$ cat src/rtl/pport_xctl_pkg.sv
package pport_xctl_pkg;

    typedef enum logic [2:0] {
        XM_COMPAT = 3'd0,
        XM_BYTE   = 3'd1,
        XM_PPFIFO = 3'd2,
        XM_ECPFIF = 3'd3,
        XM_EPP    = 3'd4,
        XM_RSVD   = 3'd5,
        XM_FTEST  = 3'd6,
        XM_CONFIG = 3'd7
    } xmode_e;

    // Configuration A width code for a FIFO word width in bits
    function automatic logic [2:0] width_code(input int unsigned w);
        case (w)
            16:      return 3'd0;
            32:      return 3'd2;
            default: return 3'd1;
        endcase
    endfunction

endpackage

$ cat src/rtl/pport_xfifo.sv
module pport_xfifo #(
    parameter int DATA_W = 8,
    parameter int DEPTH  = 2
) (
    input  logic              clk,
    input  logic              rst_n,
    input  logic              flush,
    input  logic              push_req,
    input  logic              pop_req,
    input  logic [DATA_W-1:0] din,
    output logic [DATA_W-1:0] head,
    output logic              empty,
    output logic              full
);
    localparam int PTR_W = (DEPTH > 1) ? $clog2(DEPTH) : 1;
    localparam int CNT_W = $clog2(DEPTH + 1);
    localparam logic [PTR_W-1:0] LAST = PTR_W'(DEPTH - 1);
    localparam logic [CNT_W-1:0] FULL_CNT = CNT_W'(DEPTH);

    typedef struct packed {
        logic [PTR_W-1:0] rd;
        logic [PTR_W-1:0] wr;
        logic [CNT_W-1:0] cnt;
    } ctl_t;

    ctl_t ctl_d, ctl_q;
    logic pop_ok, push_ok;
    logic [DATA_W-1:0] mem_q [DEPTH];

    always_comb begin
        ctl_d   = ctl_q;
        pop_ok  = !flush && pop_req && (ctl_q.cnt != '0);
        push_ok = !flush && push_req && ((ctl_q.cnt != FULL_CNT) || pop_ok);
        if (flush) begin
            ctl_d = '0;
        end else begin
            if (pop_ok)
                ctl_d.rd = (ctl_q.rd == LAST) ? '0 : ctl_q.rd + 1'b1;
            if (push_ok)
                ctl_d.wr = (ctl_q.wr == LAST) ? '0 : ctl_q.wr + 1'b1;
            ctl_d.cnt = ctl_q.cnt + CNT_W'(push_ok) - CNT_W'(pop_ok);
        end
    end

    always_ff @(posedge clk) begin
        if (!rst_n) ctl_q <= '0;
        else        ctl_q <= ctl_d;
    end

    for (genvar g = 0; g < DEPTH; g++) begin : g_slot
        always_ff @(posedge clk) begin
            if (push_ok && (ctl_q.wr == PTR_W'(g)))
                mem_q[g] <= din;
        end
    end

    assign empty = (ctl_q.cnt == '0);
    assign full  = (ctl_q.cnt == FULL_CNT);
    assign head  = empty ? '0 : mem_q[ctl_q.rd];


    flush_empties_chk: assert property (@(posedge clk) disable iff (!rst_n)
        flush |=> empty && !full);

    no_underflow_chk: assert property (@(posedge clk) disable iff (!rst_n)
        (pop_req && empty && !flush) |=> $stable(ctl_q.rd));

    no_overflow_chk: assert property (@(posedge clk) disable iff (!rst_n)
        (push_req && full && !pop_req && !flush) |=> full && $stable(ctl_q.wr));

    status_excl_chk: assert property (@(posedge clk) disable iff (!rst_n)
        !(empty && full));

endmodule

$ cat src/rtl/pport_xrdmux.sv
module pport_xrdmux
    import pport_xctl_pkg::*;
#(
    parameter int          ADDR_W   = 3,
    parameter logic [7:0]  CFGA_VAL = 8'h10
) (
    input  logic [ADDR_W-1:0] addr,
    input  xmode_e            mode,
    input  logic [7:0]        plain,
    input  logic [7:0]        cfgb,
    input  logic [7:0]        fifo_head,
    input  logic              empty,
    input  logic              full,
    output logic [7:0]        rdata
);
    always_comb begin
        case (addr)
            ADDR_W'(0): begin
                if (mode == XM_FTEST)       rdata = fifo_head;
                else if (mode == XM_CONFIG) rdata = CFGA_VAL;
                else                        rdata = plain;
            end
            ADDR_W'(1): rdata = cfgb;
            ADDR_W'(2): rdata = {mode, 3'b000, full, empty};
            default:    rdata = 8'hFF;
        endcase
    end
endmodule

$ cat src/rtl/pport_xctl.sv
module pport_xctl
    import pport_xctl_pkg::*;
#(
    parameter int ADDR_W     = 3,
    parameter int FIFO_DEPTH = 2
) (
    input  logic              clk,
    input  logic              rst_n,
    input  logic              wr_en,
    input  logic              rd_en,
    input  logic [ADDR_W-1:0] addr,
    input  logic [7:0]        wdata,
    output logic [7:0]        rdata
);
    localparam int         WORD_W   = 8;
    localparam logic [7:0] CFGA_VAL = {1'b0, width_code(WORD_W), 4'b0000};

    typedef struct packed {
        xmode_e     mode;
        logic [7:0] cfgb;
        logic [7:0] plain;
    } bank_t;

    bank_t st_d, st_q;
    logic  flush, push_req, pop_req;
    logic  f_empty, f_full;
    logic [7:0] f_head;

    always_comb begin
        st_d     = st_q;
        flush    = 1'b0;
        push_req = wr_en && (addr == ADDR_W'(0)) && (st_q.mode == XM_FTEST);
        pop_req  = rd_en && (addr == ADDR_W'(0)) && (st_q.mode == XM_FTEST);
        if (wr_en) begin
            case (addr)
                ADDR_W'(0): if (st_q.mode != XM_FTEST) st_d.plain = wdata;
                ADDR_W'(1): st_d.cfgb = wdata;
                ADDR_W'(2): begin
                    st_d.mode = xmode_e'(wdata[7:5]);
                    flush     = (wdata[7:5] != st_q.mode);
                end
                default: ;
            endcase
        end
    end

    always_ff @(posedge clk) begin
        if (!rst_n) begin
            st_q.mode  <= XM_COMPAT;
            st_q.cfgb  <= '0;
            st_q.plain <= '0;
        end else begin
            st_q <= st_d;
        end
    end

    pport_xfifo #(.DATA_W(WORD_W), .DEPTH(FIFO_DEPTH)) u_fifo (
        .clk      (clk),
        .rst_n    (rst_n),
        .flush    (flush),
        .push_req (push_req),
        .pop_req  (pop_req),
        .din      (wdata),
        .head     (f_head),
        .empty    (f_empty),
        .full     (f_full)
    );

    pport_xrdmux #(.ADDR_W(ADDR_W), .CFGA_VAL(CFGA_VAL)) u_rdmux (
        .addr      (addr),
        .mode      (st_q.mode),
        .plain     (st_q.plain),
        .cfgb      (st_q.cfgb),
        .fifo_head (f_head),
        .empty     (f_empty),
        .full      (f_full),
        .rdata     (rdata)
    );


    mode_take_chk: assert property (@(posedge clk) disable iff (!rst_n)
        (wr_en && addr == ADDR_W'(2)) |=> (st_q.mode == $past(wdata[7:5])));

    rsvd_write_chk: assert property (@(posedge clk) disable iff (!rst_n)
        (wr_en && addr > ADDR_W'(2)) |=> $stable(st_q));

    cfg_read_chk: assert property (@(posedge clk) disable iff (!rst_n)
        (st_q.mode == XM_CONFIG && addr == ADDR_W'(0)) |-> rdata == 8'h10);

    plain_hold_chk: assert property (@(posedge clk) disable iff (!rst_n)
        (st_q.mode == XM_FTEST && !(wr_en && addr == ADDR_W'(2))) |=> $stable(st_q.plain));

endmodule

$ cat config.mk
export PLATFORM = sky130hd
export DESIGN_NAME = pport_xctl
export DESIGN_NICKNAME = d
export VERILOG_FILES = /design/src/rtl/pport_xctl_pkg.sv /design/src/rtl/pport_xfifo.sv /design/src/rtl/pport_xrdmux.sv /design/src/rtl/pport_xctl.sv
export SDC_FILE = /design/constraint.sdc
export NUM_CORES = 1
export LEC_CHECK = 0
export ABC_AREA = 1
export BUFFER_PORTS_ARGS = -buffer_cell sky130_fd_sc_hd__buf_2
export CAP_MARGIN = 20
export CORE_MARGIN = 4
export CORE_UTILIZATION = 35
export CTS_CLUSTER_SIZE = 40
export DETAILED_ROUTE_END_ITERATION = 8
export GPL_ROUTABILITY_DRIVEN = 0
export PLACE_DENSITY = 0.58
export SYNTH_ARGS = -nofsm -noshare
export SYNTH_HDL_FRONTEND = slang
export SYNTH_HIERARCHICAL = 1
export SYNTH_SLANG_ARGS = --single-unit
$ cat constraint.sdc
create_clock -name clk -period 2.45 [get_ports clk]
set_input_delay 0.1225 -clock clk [delete_from_list [all_inputs] [get_ports clk]]
set_output_delay 0.1225 -clock clk [all_outputs]
set_load 0.02 [all_outputs]
Word level (Yosys, flattened, before mapping)
Memories as Yosys holds them, arrays and structs flattened. A register that Yosys moved wholly into a read port is not among the register bits.
Index checks and enable logic that the tools add are counted.
Widths: inputs -> output; s select.
Word-level totals
  RAM bits: 16
  memories: 1
  logic and storage cells: 58
  output and inout bits: 8
  register bits: 23
  latch bits: 0
  input port bits: 15
  ROM bits: 0
Memory list
  u_fifo.mem_q: words 2, bits a word 8, rd ports 1, clocked after Yosys merged registers in 1, wr ports 1, RTL line pport_xfifo.sv:28  | logic [DATA_W-1:0] mem_q [DEPTH];
Operators by class
  $lt $le $gt $ge: 0
  reductions and logical operators: 20
  multiply operators: 0
  shift-type cells: 0
  bitwise operators: 2
  equality and inequality tests: 8
  $add $sub $neg: 4
  multiplexer cells: 17
  div/mod/pow operators: 0
Operators with widths (count)
  $mux 8: 4
  $pmux 8 s3: 1
  $mux 1: 12
  $logic_and 1x1->1: 10
  $reduce_or 8->1: 1
  $eq 3x3->1 const B: 2
  $reduce_and 2->1: 2
  $eq 3x1->1 const B: 1
  $eq 3x2->1 const B: 1
  $logic_not 3->1: 1
  $ne 3x3->1: 1
  $ne 3x3->1 const B: 1
  $reduce_and 3->1: 1
  $add 1x1->1 const B: 2
  $add 2x1->2: 1
  $eq 2x2->1 const B: 1
  $logic_not 2->1: 1
  $ne 2x2->1 const B: 1
  $not 1->1: 2
  $reduce_bool 2->1: 1
  $reduce_or 2->1: 1
  $sub 2x1->2: 1
  $logic_not 1->1: 1
  $logic_or 1x1->1: 1

Depth between registers and ports, before layout
  word-level depth: 13
  gate-level depth with buffers: 16
  mapped depth without buffers: 16

Modules after synthesis
The synthesis kept the hierarchy.
Modules (own cells, without submodules)
  pport_xfifo: sequential area each 580.6 um2, cells an instance 89, area each 884.6 um2, times used 1
  pport_xctl: sequential area each 380.4 um2, cells an instance 122, area each 864.6 um2, times used 1
  pport_xrdmux: sequential area each 0.0 um2, cells an instance 86, area each 402.9 um2, times used 1

Worst setup path before layout
No wires, ideal clock.
  kind: flip-flop to flip-flop
  start: reg, netlist name st_q[16]
  end: mem u_fifo.mem_q[1][0] (enable)
  path slack: 0.651 ns
  required time: 2.076 ns
  arrival: 1.425 ns
  stages on the path, launching flop included: 7
  cells stage by stage: dfxtp_1 -> nand3b_2 -> nor2_1 -> inv_1 -> nand3_1 -> nand2_1 -> nor2_1
Between the ends
  elaborated cells between the ends (all ways): 21
RTL lines
  $eq 3x3->1 *: RTL line pport_xctl.sv:33  | pop_req = rd_en && (addr == ADDR_W'(0)) && (st_q.mode == XM_FTEST);
  $logic_and 1x1->1 *: RTL line pport_xctl.sv:33
  net pop_req: RTL line pport_xctl.sv:25  | logic flush, push_req, pop_req;
  $logic_and 1x1->1 * (2 in series): RTL line pport_xfifo.sv:32  | pop_ok = !flush && pop_req && (ctl_q.cnt != '0);
  $logic_or 1x1->1 *: RTL line pport_xfifo.sv:33  | push_ok = !flush && push_req && ((ctl_q.cnt != FULL_CNT) || pop_ok);
  $logic_and 1x1->1 *: RTL line pport_xfifo.sv:33
  $logic_and 1x1->1: RTL line pport_xfifo.sv:52  | if (push_ok && (ctl_q.wr == PTR_W'(g)))
  $mux 1: RTL line pport_xfifo.sv:52
  $mux 1 (not written as such): RTL line pport_xfifo.sv:53  | mem_q[g] <= din;
  $reduce_or 8->1 (no source line)
  $mux 1 (no source line)
  end, declared: RTL line pport_xfifo.sv:28
Mark *: on every way through the listed nets, which the timed path passes. The rest lies on a longest branch.

Worst setup path in the final report
  start: reg, netlist name st_q[16]
  end: reg u_fifo/ctl_q[1] (netlist name)
Between the ends
  elaborated cells between the ends (all ways): 15
RTL lines
  $eq 3x3->1 *: RTL line pport_xctl.sv:33
  $logic_and 1x1->1 *: RTL line pport_xctl.sv:33
  net pop_req: RTL line pport_xctl.sv:25
  $logic_and 1x1->1 * (2 in series): RTL line pport_xfifo.sv:32
  $logic_or 1x1->1: RTL line pport_xfifo.sv:33
  $logic_and 1x1->1: RTL line pport_xfifo.sv:33
  $add 2x1->2: RTL line pport_xfifo.sv:41  | ctl_d.cnt = ctl_q.cnt + CNT_W'(push_ok) - CNT_W'(pop_ok);
  $sub 2x1->2 *: RTL line pport_xfifo.sv:41
  end signal, assigned: RTL line pport_xfifo.sv:47  | else ctl_q <= ctl_d;
  end, declared: RTL line pport_xfifo.sv:26  | ctl_t ctl_d, ctl_q;
Marks and branches as above.
A chain may end at the register's enable or synchronous reset.

==> Flow_metrics.wiki <==
{| class="wikitable"
! Metric !! Value
|-
| Post-detail-place hpwl || 4.02 mm
|-
| Worst path setup slack after routing || 0.446 ns
|-
| CTS H-tree lvls || 2
|-
| Critical path endpoint category || flop
|-
| Largest family of logic cells by synthesized area || simple AND/OR/NAND/NOR gates
|-
| Initial core utilization || 36.1%
|-
| Basic-gate share of the synthesized area counting and, or, nand and nor cells || 38.7%
|-
| Maximum number of pins on one net before global-route repair || 21
|-
| Main synth FF type || dfxtp_1
|-
| Number of clock sinks || 40
|-
| Run status || complete, no violations
|-
| Fin Setup TNS || 0 ns
|-
| Vias in the first global route || 1796
|-
| Main area contributors after synthesis || dfxtp_1 (22%), edfxtp_1 (22%), nand2_1 (14%)
|-
| Final setup fails || 0
|-
| Fillcell total || 648
|-
| Area of the core || 0.00596 mm^2
|-
| Ys Warns || 6
|-
| Tightest Pin Transition || 0.411 ns
|-
| Count of flip-flops with a built-in enable after synthesis || 16
|-
| Antenna violations before repair || 0
|-
| Clock insertion delay at the later pin of the skew report || 0.29 ns
|-
| Reported max-cap violation count || 0
|-
| Vias per inst || 4.78
|-
| Post-place setup slack || 0.459 ns
|-
| Mapped Nets || 313
|-
| Number of max-slew violations in the final report || 0
|-
| First-pass GRT wire length || 8.92 mm
|-
| Largest vdd supply drop || 308 uV
|-
| Data required, critical path || 2.65 ns
|-
| Total setup buffers inserted after CTS || 0
|-
| Post-synthesis register bit count || 40
|-
| Final cycle utilization of the critical path || 81.8%
|-
| Post-route DRC violation count || 0
|-
| Leakage power of the design || 1.05 nW
|-
| Area of the die || 0.00747 mm^2
|-
| Root Driver || clkbuf_8
|-
| Worst-case clock skew || 0.00693 ns
|-
| Layout net count || 340
|-
| Critical path peak fanout || 10
|-
| Post-cts hold buffer count || 0
|-
| Placed Cells incl. Taps || 392
|-
| F_max || 499 MHz
|-
| DR iter-0 viols || 165
|-
| # diodes || 0
|-
| Register area share after synthesis || 44.7%
|-
| Library cells used by synthesis || 28
|-
| Vert. Die Dim || 86.4 um
|-
| Worst slew margin relative to its limit || 72.5%
|-
| Tightest Hold Check Type || in2reg
|-
| Antenna viol nets, final || 0
|-
| Post-synth design cell area || 0.00215 mm^2
|-
| Min cycle time layout || 2.00 ns
|-
| Count of buffers from port buffering || 22
|-
| Final hold vios || 0
|-
| Total routing usage reported by global routing || 15.4%
|-
| Final cell count without fillers || 400
|-
| Xor/xnor share of the synthesized area || 1.63%
|-
| Cell count after synthesis || 297
|-
| Share of synthesized area spent on multiplexers || 0%
|-
| Cell type contributing the most total cell area after synthesis || dfxtp_1
|-
| Total Routed Length || 5.51 mm
|-
| Chip Width || 86.4 um
|-
| Data arrival time of the critical path || 2.20 ns
|-
| Boundary pin count || 23
|-
| Max Root-Sink Buffers || 2
|-
| Kind of critical path || reg2reg
|-
| Share of the synthesized area in compound gates (AO/OA/AOI/OAI) || 5.70%
|-
| First-pass detailed-route iteration total || 4
|-
| Post-Synth Adder-Cell Area || 0.581%
|-
| Area added between synthesis and finish || 13.9%
|-
| Kind of start point of the critical path || flop
|-
| Mean area per synthesized cell || 7.25 um^2
|-
| Area share of the largest cell type after synthesis || 22.3%
|-
| Global route total overflow || 0
|-
| Core occupancy in the finished layout || 41.2%
|-
| TritonCTS clock tree || built
|-
| Worst-case register-to-register setup slack || 0.45 ns
|-
| Via count || 1911
|-
| Row count || 28
|-
| Reg clk slew, reported paths || 0.08 ns
|-
| Number of gates resized after CTS || 0
|-
| Share of synthesized registers carrying an async set or reset || 0%
|-
| Post-DR wirelength/cell || 13.8 um
|-
| Setup repair after global routing missed its margin || false
|-
| CTS buffer count || 5
|-
| Share of cells above drive strength 1 || 16.6%
|-
| Total power per unit cell area || 574 mW/mm^2
|}
## flip-flops by register name, summed over array words and instances (netlist names), named ones only
name	flops
u_fifo/ctl_q	4
st_q	19
u_fifo/mem_q	16
## metal layers
metal / GRT usage (%) / wire length (um) / vias up / share of wire (%)
met5: 0 / 0 / - / 0
met4: 3.40 / 40 / 0 / 0.73
met3: 3.33 / 280 / 4 / 5.1
met2: 23.6 / 2470 / 48 / 45
met1: 22.2 / 2710 / 872 / 49
li1: - / - / 987 / -
## cells by family (layout without fill, tap and decap cells)
| logic type | after synthesis | after routing |
|---|---|---|
| compound gates | 23 | 23 |
| xor+xnor | 4 | 4 |
| fa+ha+maj | 1 | 1 |
| buf+inv | 43 | 71 |
| flops | 40 | 40 |
| simple gates | 186 | 186 |
## metrics by stage
stage / total power [mW] / instance area, um^2 / hold slack (ns)
floorplan: 0.814 / 2150 / 0.221
global placement: 0.869 / 2340 / 0.381
detailed placement: 0.870 / 2340 / 0.385
CTS: 1.42 / 2450 / 0.0765
global route: 1.46 / 2450 / 0.0778
finish: 1.41 / 2450 / 0.0802
## worst paths after layout
path,start,endpoint,cells past startpoint
worst min register to register,st_q[4]$_SDFFE_PN0P_,st_q[4]$_SDFFE_PN0P_,2
worst min-delay path,wdata[1],u_fifo/mem_q[1][1]$_DFFE_PP_,1
worst max-delay path,st_q[16]$_SDFFE_PN0P_,u_fifo/ctl_q[1]$_SDFF_PP0_,13
worst max register to register,st_q[16]$_SDFFE_PN0P_,u_fifo/ctl_q[1]$_SDFF_PP0_,13
## report_power, final
part	leakage [nW]	switching, mW	internal (mW)
combinational	0.657	0.101	0.0459
clock	0.0548	0.246	0.307
sequential	0.338	0.00722	0.701
## cell type report
class	instances	area, um^2	area share, %
inverter	37	139	5.67
timing repair buffer	26	140	5.72
clock buffer	5	68.8	2.81
sequential	40	961	39.2
clock inverter	3	46.3	1.89
multi-input combinational	214	1000	40.9
tap	75	93.8	3.83
## worst max-delay path, cell delays in order, from the launching register on
cell and delay [ns]:
dfxtp_1 0.39, nand3b_2 0.36, nor2_1 0.20, inv_1 0.07, nand3_1 0.07, nand2_1 0.12
xnor2_1 0.15, ha_1 0.19, inv_1 0.05, nand2_1 0.04, nand2_1 0.09, nand3_1 0.08
nand2_1 0.08, nor2_2 0.03
## synth_stat cells (2+ instances only)
cell / instances
nand2_1: 81
nor2_1: 62
inv_1: 31
dfxtp_1: 24
nand3_1: 22
edfxtp_1: 16
a21oi_1: 8
nor2_4: 6
o21ai_0: 6
nand4_1: 5
o21ai_1: 5
a31oi_1: 3
clkinv_1: 3
inv_2: 3
nand2_2: 3
nor2_2: 3
xnor2_1: 3
buf_2: 2
buf_4: 2
## placed cells by master (no fill, tap or decap), drive strengths merged
cell,n
xnor2,3
clkinv,3
xor2,1
o21ai,11
nor2,71
bufinv,1
a21oi,9
edfxtp,16
nand4,5
clkbuf,5
nand2,85
a31oi,3
nand3,23
inv,35
clkinvlp,1
nor3,1
buf,26
dfxtp,24
ha,1
nand3b,1
No activity file was read; power rests on OpenSTA's default activity.
